<file path="src/rtl/irq_bank_pkg.sv">
package irq_bank_pkg;

    localparam int unsigned OFF_STATE  = 0;
    localparam int unsigned OFF_ENABLE = 4;
    localparam int unsigned OFF_TEST   = 8;
    localparam int unsigned REG_W      = 32;
    localparam int unsigned MAX_SRC    = 32;

    typedef struct packed {
        logic state;
        logic en;
    } src_cell_t;

endpackage

</file>
<file path="src/rtl/irq_bank_decode.sv">
module irq_bank_decode #(
    parameter int unsigned NUM_SRC = 8,
    parameter int unsigned ADDR_W  = 4
) (
    input  logic [ADDR_W-1:0]                 addr_i,
    input  logic                              we_i,
    input  logic [irq_bank_pkg::REG_W-1:0]    wdata_i,
    input  logic [NUM_SRC-1:0]                state_i,
    input  logic [NUM_SRC-1:0]                en_i,
    output logic [NUM_SRC-1:0]                clr_o,
    output logic [NUM_SRC-1:0]                tst_o,
    output logic                              en_we_o,
    output logic [irq_bank_pkg::REG_W-1:0]    rdata_o
);
    import irq_bank_pkg::*;

    logic hit_state, hit_en, hit_test;

    always_comb begin
        hit_state = (addr_i == ADDR_W'(OFF_STATE));
        hit_en    = (addr_i == ADDR_W'(OFF_ENABLE));
        hit_test  = (addr_i == ADDR_W'(OFF_TEST));

        clr_o   = (we_i && hit_state) ? wdata_i[NUM_SRC-1:0] : '0;
        tst_o   = (we_i && hit_test)  ? wdata_i[NUM_SRC-1:0] : '0;
        en_we_o = we_i && hit_en;

        // unmapped offsets read as zero; R8: test register reads zero
        rdata_o = '0;
        if (hit_state) begin
            rdata_o[NUM_SRC-1:0] = state_i;
        end else if (hit_en) begin
            rdata_o[NUM_SRC-1:0] = en_i;
        end
    end

endmodule

</file>
<file path="src/rtl/irq_bank_cell.sv">
module irq_bank_cell #(
    parameter bit IS_STATUS = 1'b0
) (
    input  logic clk_i,
    input  logic rst_ni,
    input  logic cause_i,
    input  logic clr_i,
    input  logic tst_i,
    input  logic en_we_i,
    input  logic en_wd_i,
    output logic state_o,
    output logic en_o,
    output logic irq_o
);
    import irq_bank_pkg::*;

    src_cell_t cell_d, cell_q;

    always_comb begin
        cell_d = cell_q;
        if (IS_STATUS) begin
            cell_d.state = cause_i | tst_i;
        end else begin
            // set wins over clear
            cell_d.state = (cell_q.state & ~clr_i) | cause_i | tst_i;
        end
        if (en_we_i) begin
            cell_d.en = en_wd_i;
        end
    end

    always_ff @(posedge clk_i or negedge rst_ni) begin
        if (!rst_ni) begin
            cell_q <= '0;
        end else begin
            cell_q <= cell_d;
        end
    end

    assign state_o = cell_q.state;
    assign en_o    = cell_q.en;
    assign irq_o   = cell_q.state & cell_q.en;

    p_cause_sets_r5: assert property (@(posedge clk_i) disable iff (!rst_ni)
        cause_i |=> cell_q.state);

    p_test_sets_r8: assert property (@(posedge clk_i) disable iff (!rst_ni)
        tst_i |=> cell_q.state);

    p_en_write_r4: assert property (@(posedge clk_i) disable iff (!rst_ni)
        en_we_i |=> (cell_q.en == $past(en_wd_i)));

    if (IS_STATUS) begin : g_status
        p_follow_cause_r10: assert property (@(posedge clk_i) disable iff (!rst_ni)
            (!cause_i && !tst_i) |=> !cell_q.state);
    end else begin : g_event
        p_clear_r6: assert property (@(posedge clk_i) disable iff (!rst_ni)
            (clr_i && !cause_i && !tst_i) |=> !cell_q.state);
        p_sticky_r6: assert property (@(posedge clk_i) disable iff (!rst_ni)
            (cell_q.state && !clr_i) |=> cell_q.state);
    end

endmodule

</file>
<file path="src/rtl/irq_bank.sv">
module irq_bank #(
    parameter int unsigned NUM_SRC     = 8,
    parameter int unsigned ADDR_W      = 4,
    parameter logic [31:0] STATUS_MASK = 32'h0000_00C0
) (
    input  logic                 clk_i,
    input  logic                 rst_ni,
    input  logic [NUM_SRC-1:0]   cause_i,
    input  logic [ADDR_W-1:0]    reg_addr_i,
    input  logic                 reg_we_i,
    input  logic [31:0]          reg_wdata_i,
    output logic [31:0]          reg_rdata_o,
    output logic [NUM_SRC-1:0]   irq_o
);
    import irq_bank_pkg::*;

    // source count limited to the register width
    if (NUM_SRC < 1 || NUM_SRC > MAX_SRC) begin : g_bad_count
        $error("irq_bank: NUM_SRC out of range 1..32");
    end
    if (ADDR_W < 4) begin : g_bad_addr
        $error("irq_bank: ADDR_W too small for the register map");
    end

    logic [NUM_SRC-1:0] state_w, en_w, clr_w, tst_w;
    logic               en_we_w;

    irq_bank_decode #(
        .NUM_SRC (NUM_SRC),
        .ADDR_W  (ADDR_W)
    ) u_decode (
        .addr_i  (reg_addr_i),
        .we_i    (reg_we_i),
        .wdata_i (reg_wdata_i),
        .state_i (state_w),
        .en_i    (en_w),
        .clr_o   (clr_w),
        .tst_o   (tst_w),
        .en_we_o (en_we_w),
        .rdata_o (reg_rdata_o)
    );

    for (genvar i = 0; i < NUM_SRC; i++) begin : g_src
        irq_bank_cell #(
            .IS_STATUS (STATUS_MASK[i])
        ) u_cell (
            .clk_i   (clk_i),
            .rst_ni  (rst_ni),
            .cause_i (cause_i[i]),
            .clr_i   (clr_w[i]),
            .tst_i   (tst_w[i]),
            .en_we_i (en_we_w),
            .en_wd_i (reg_wdata_i[i]),
            .state_o (state_w[i]),
            .en_o    (en_w[i]),
            .irq_o   (irq_o[i])
        );
    end

endmodule

</file>
<file path="config.mk">
export PLATFORM = sky130hd
export DESIGN_NAME = irq_bank
export DESIGN_NICKNAME = d
export VERILOG_FILES = /design/src/rtl/irq_bank_pkg.sv /design/src/rtl/irq_bank_decode.sv /design/src/rtl/irq_bank_cell.sv /design/src/rtl/irq_bank.sv
export SDC_FILE = /design/constraint.sdc
export NUM_CORES = 1
export LEC_CHECK = 0
export CORE_MARGIN = 3
export CORE_UTILIZATION = 30
export DETAILED_ROUTE_END_ITERATION = 10
export GPL_TIMING_DRIVEN = 0
export HOLD_SLACK_MARGIN = 0.03
export PLACE_DENSITY_LB_ADDON = 0.05
export SLEW_MARGIN = 0
export SYNTH_ARGS = -nofsm -noshare
export SYNTH_HDL_FRONTEND = slang
export SYNTH_SLANG_ARGS = --single-unit
</file>
<file path="constraint.sdc">
create_clock -name clk_i -period 1.7 [get_ports clk_i]
set_input_delay 0.51 -clock clk_i [delete_from_list [all_inputs] [get_ports clk_i]]
set_output_delay 0.51 -clock clk_i [all_outputs]
set_load 0.01 [all_outputs]
</file>
-- Word level (Yosys, flattened, before mapping)
Cells that the tools add are included.
- flip-flop bits (word level): 16
- bits of input ports: 47
- output and inout bits: 40
- logic and storage cells: 60
- equality and inequality tests: 2
- mux-type cells: 4
- bitwise gates (word level): 34
- reduce and logical (&&, ||, !) cells: 4
- operator list (kind ; number):
    8-bit two-way mux ; 3
    1-bit AND ; 14
    1-bit OR ; 14
    6-bit two-way mux ; 1
    1-bit inverter ; 6
    4-bit by 3-bit equality test with 1-bit output (second input constant) ; 1
    4-bit equality test (second input constant) ; 1
    4-bit zero test ; 1
    1-bit logical AND ; 3

-- Depth between registers and ports, before layout
- word-level depth: 7
- depth in mapped cells: 4

-- By module
A second synthesis with hierarchy kept.
- cells, all modules: 128
- area, all modules: 1138.6 µm²
- by module, submodules not included (module ; times used ; cells each ; area each (µm²) ; sequential area each (µm²)):
    irq_bank_cell at g_src[0].u_cell ... ; 6 ; 7 ; 83.8 ; 50.0
    irq_bank_decode ; 1 ; 76 ; 480.5 ; 0.0
    irq_bank_cell at g_src[6].u_cell ... ; 2 ; 5 ; 77.6 ; 50.0

-- Worst setup path after synthesis
Ideal clock, no wire load.
- kind: input to output
- start point: input reg_addr_i[3]
- end point: output reg_rdata_o[0]
- data arrival time: 1333 ps
- data required time: 1190 ps
- setup slack: -143 ps
- stages on the path: 3
- buffers on the path: 1
- path through: or3_2 clkbuf_1 nor2_1
- longest elaborated chain between the ends: 3
- elaborated cells between the ends (all ways): 4
- ends and longest elaborated chain (item ; line ; RTL):
    from (decl) ; irq_bank.sv:9 ; input logic [ADDR_W-1:0] reg_addr_i,
    4-bit by 3-bit equality test with 1-bit output ; irq_bank_decode.sv:21 ; hit_en = (addr_i == ADDR_W'(OFF_ENABLE));
    8-bit two-way mux ; irq_bank_decode.sv:32 ; end else if (hit_en) begin
    8-bit two-way mux (*) ; irq_bank_decode.sv:30 ; if (hit_state) begin
    to (decl) ; irq_bank.sv:12 ; output logic [31:0] reg_rdata_o,
Mark *: on every way between the ends. The rest lies on a longest branch, timed or not.

-- Worst setup path in the final report
- start point: input reg_addr_i[1]
- end point: output reg_rdata_o[3]
Same word-level chain as after synthesis.

==> out/results.txt <==
minimum clock period - 1861 ps
CTS sink cnt - 16
core area - 3416 sq um
fin nets - 235
CTS Root Cell - clkbuf_4
post-synth top area share - 36.70%
number of synthesized flops with an enable pin - 0
slowest cell on the critical path - or3_4
placed cell count - 211
leading area contributor after synthesis - dfrtp_1
placed instance area - 1700 sq um
WL per Instance - 11.57 microns
die area - 4396 sq um
CTS tree - built
Gate Count Post-Synth - 104
Min-Delay Path Class - reg2reg
CP Launch Type - input port
Fmax - 537.4 MHz
vias in the first global route - 973
Post-Syn Area - 1091 sq um
Fin. Hold Viols - 0
Slew headroom - 51.95%
Synth area leaders - dfrtp_1 37%, buf_4 22%, mux2_2 8.3%
Main synth FF type - dfrtp_1
Tot Pwr - 0.001269 W
CP top delay family - simple AND/OR/NAND/NOR gates
synth warn - 0
mean post-synth cell area - 10.49 sq um
clock buffer depth - 2
Post-route DRC - 0
failing checks - setup timing
total global-route track usage - 12.79%
routed via count - 969
Die W - 66.31 microns
worst path buffer plus inverter count - 2
classification of the worst setup path - in2out
Clock transition at path regs - 90 ps
worst-case vdd ir drop - 0.2601 mV
Async S/R FF share, synth - 100.0%
dpl hpwl - 1.891 mm
layout cells sized above 1 - 55.61%
run status - complete, but fails checks
CP Cell Sequence - buf_8, or3_4, nor2_4, buf_6
post-route ant nets - 0
Routed WL - 2.695 mm
worst slew pin tran - 718.5 ps
site row count - 21
pwr/cell area - 659.3 nW/um^2
hold path depth - 2
crit-path max cell delay - 510 ps
depth of the most critical reg-to-reg path - 2
Layout area overhead - 76.38%
global-route wire length before repair - 4.312 mm
Final Max Slew Viols - 0
fin cells - 233
endpoints failing setup - 8
WP data arrival - 1350 ps
unrepaired setup endpoints after global routing - true
I/O pin cnt - 87
sequential share of the synthesized area - 36.70%
crit path capture type - output port
Die H - 66.31 microns
most common cell in the synthesized netlist - buf_4
final worst-path cycle share - 109.5%
grt ovf - 0
initial antenna violation count - 0
CP required - 1190 ps
synth cell count leaders - 32 x buf_4, 16 x dfrtp_1, 9 x nor2_1
max_cap viols - 0
CTS H-tree depth - 1
via/cell ratio - 4.159
FF-to-FF setup slack - 730 ps
largest net degree at the start of global routing - 17
hold buffer count at CTS - 0
critical path depth in cells - 4
Yosys reg bits - 16
fillers - 323
detailed router's first-iteration violation count - 37
WHS - 613.3 ps
Port Buf Inserts - 38
Clock Skew - 0 ps
total CTS buffers - 3
post-synthesis cell type count - 17
P_leak - 0.9027 nW
Pre-antenna DRT Iters - 4
clk_lat worst skew - 280 ps
Initial Utilization - 31.94%
worst setup margin - -161.0 ps
CP max FO - 8
final non-filler cell area - 1924 sq um
RePlAce Congestion - 0.6933
ant diodes - 0
metrics by stage:
stage / TNS (ps) / worst slack (ps) / utilization, %
global placement: -15010 / -1119 / 49.78
finish: -1227 / -161.0 / 56.34
global route: -1421 / -187.7 / 56.34
CTS: -1445 / -188.5 / 57.18
detailed placement: -14900 / -1119 / 49.78
floorplan: 0 / 23.37 / -
layout by cell type, fill, tap and decap left out, drive strengths merged, types with 2 or more instances in the layout:
master	instances
conb	24
a221o	6
clkbuf	12
and2	8
clkdlybuf4s50	17
nor2	9
nand4b	6
dfrtp	16
buf	66
a21o	2
mux2	8
mux2i	8
metal layers:
metal  routed length (microns)  track usage [%]  up-vias
met3                       160            1.871        0
met4                         0            3.807        0
li1                          -                -      479
met2                      1463            24.04       36
met1                      1071            14.69      454
met5                         0                0        -
registers in the layout, indices dropped and copies added (netlist names):
signal and count:
g_src.u_cell.en_o 8, g_src.u_cell.state_o 8
what timing repair did:
action	in CTS	in global routing
setup endpoints to repair	30	16
cloned	1	0
pin swaps	9	9
resized for setup	99	9
buffers inserted	17	1
worst register-to-register path: stages (launching register included):
cell and delay [ps]:
dfrtp_1 390, buf_4 150, a221o_1 320
report_power, final:
part	internal [W]	total, W	switching (W)
clock network	0.000130	0.000248	0.000118
registers	0.000429	0.000451	0.0000221
logic	0.000346	0.000570	0.000225
total	0.000904	0.00127	0.000364
cell families after synthesis:
| group | share of synthesized area [%] |
|---|---|
| compound gates | 6.881 |
| buf+inv | 24.31 |
| flops | 36.70 |
| mux | 15.60 |
| other cells | 0.3437 |
| simple gates | 16.17 |
layout make-up:
class,count,area (sq um),area share (%)
tap,46,57.56,2.991
sequential,16,400.4,20.81
buffer,35,276.5,14.37
timing repair buffer,57,495.5,25.75
multi-input combinational,75,658.1,34.20
clock buffer,4,36.28,1.886
worst paths after layout:
path | startpoint | end
setup / recovery | reg_addr_i[1] | reg_rdata_o[3]
min in group asynchronous | rst_ni | g_src[6].u_cell.en_o
hold reg to reg | g_src[0].u_cell.en_o | g_src[0].u_cell.en_o
hold / removal | g_src[0].u_cell.en_o | g_src[0].u_cell.en_o
setup reg to reg | g_src[5].u_cell.state_o | g_src[5].u_cell.state_o
max in group asynchronous | rst_ni | g_src[3].u_cell.state_o
(Power assumes the default switching activity.)
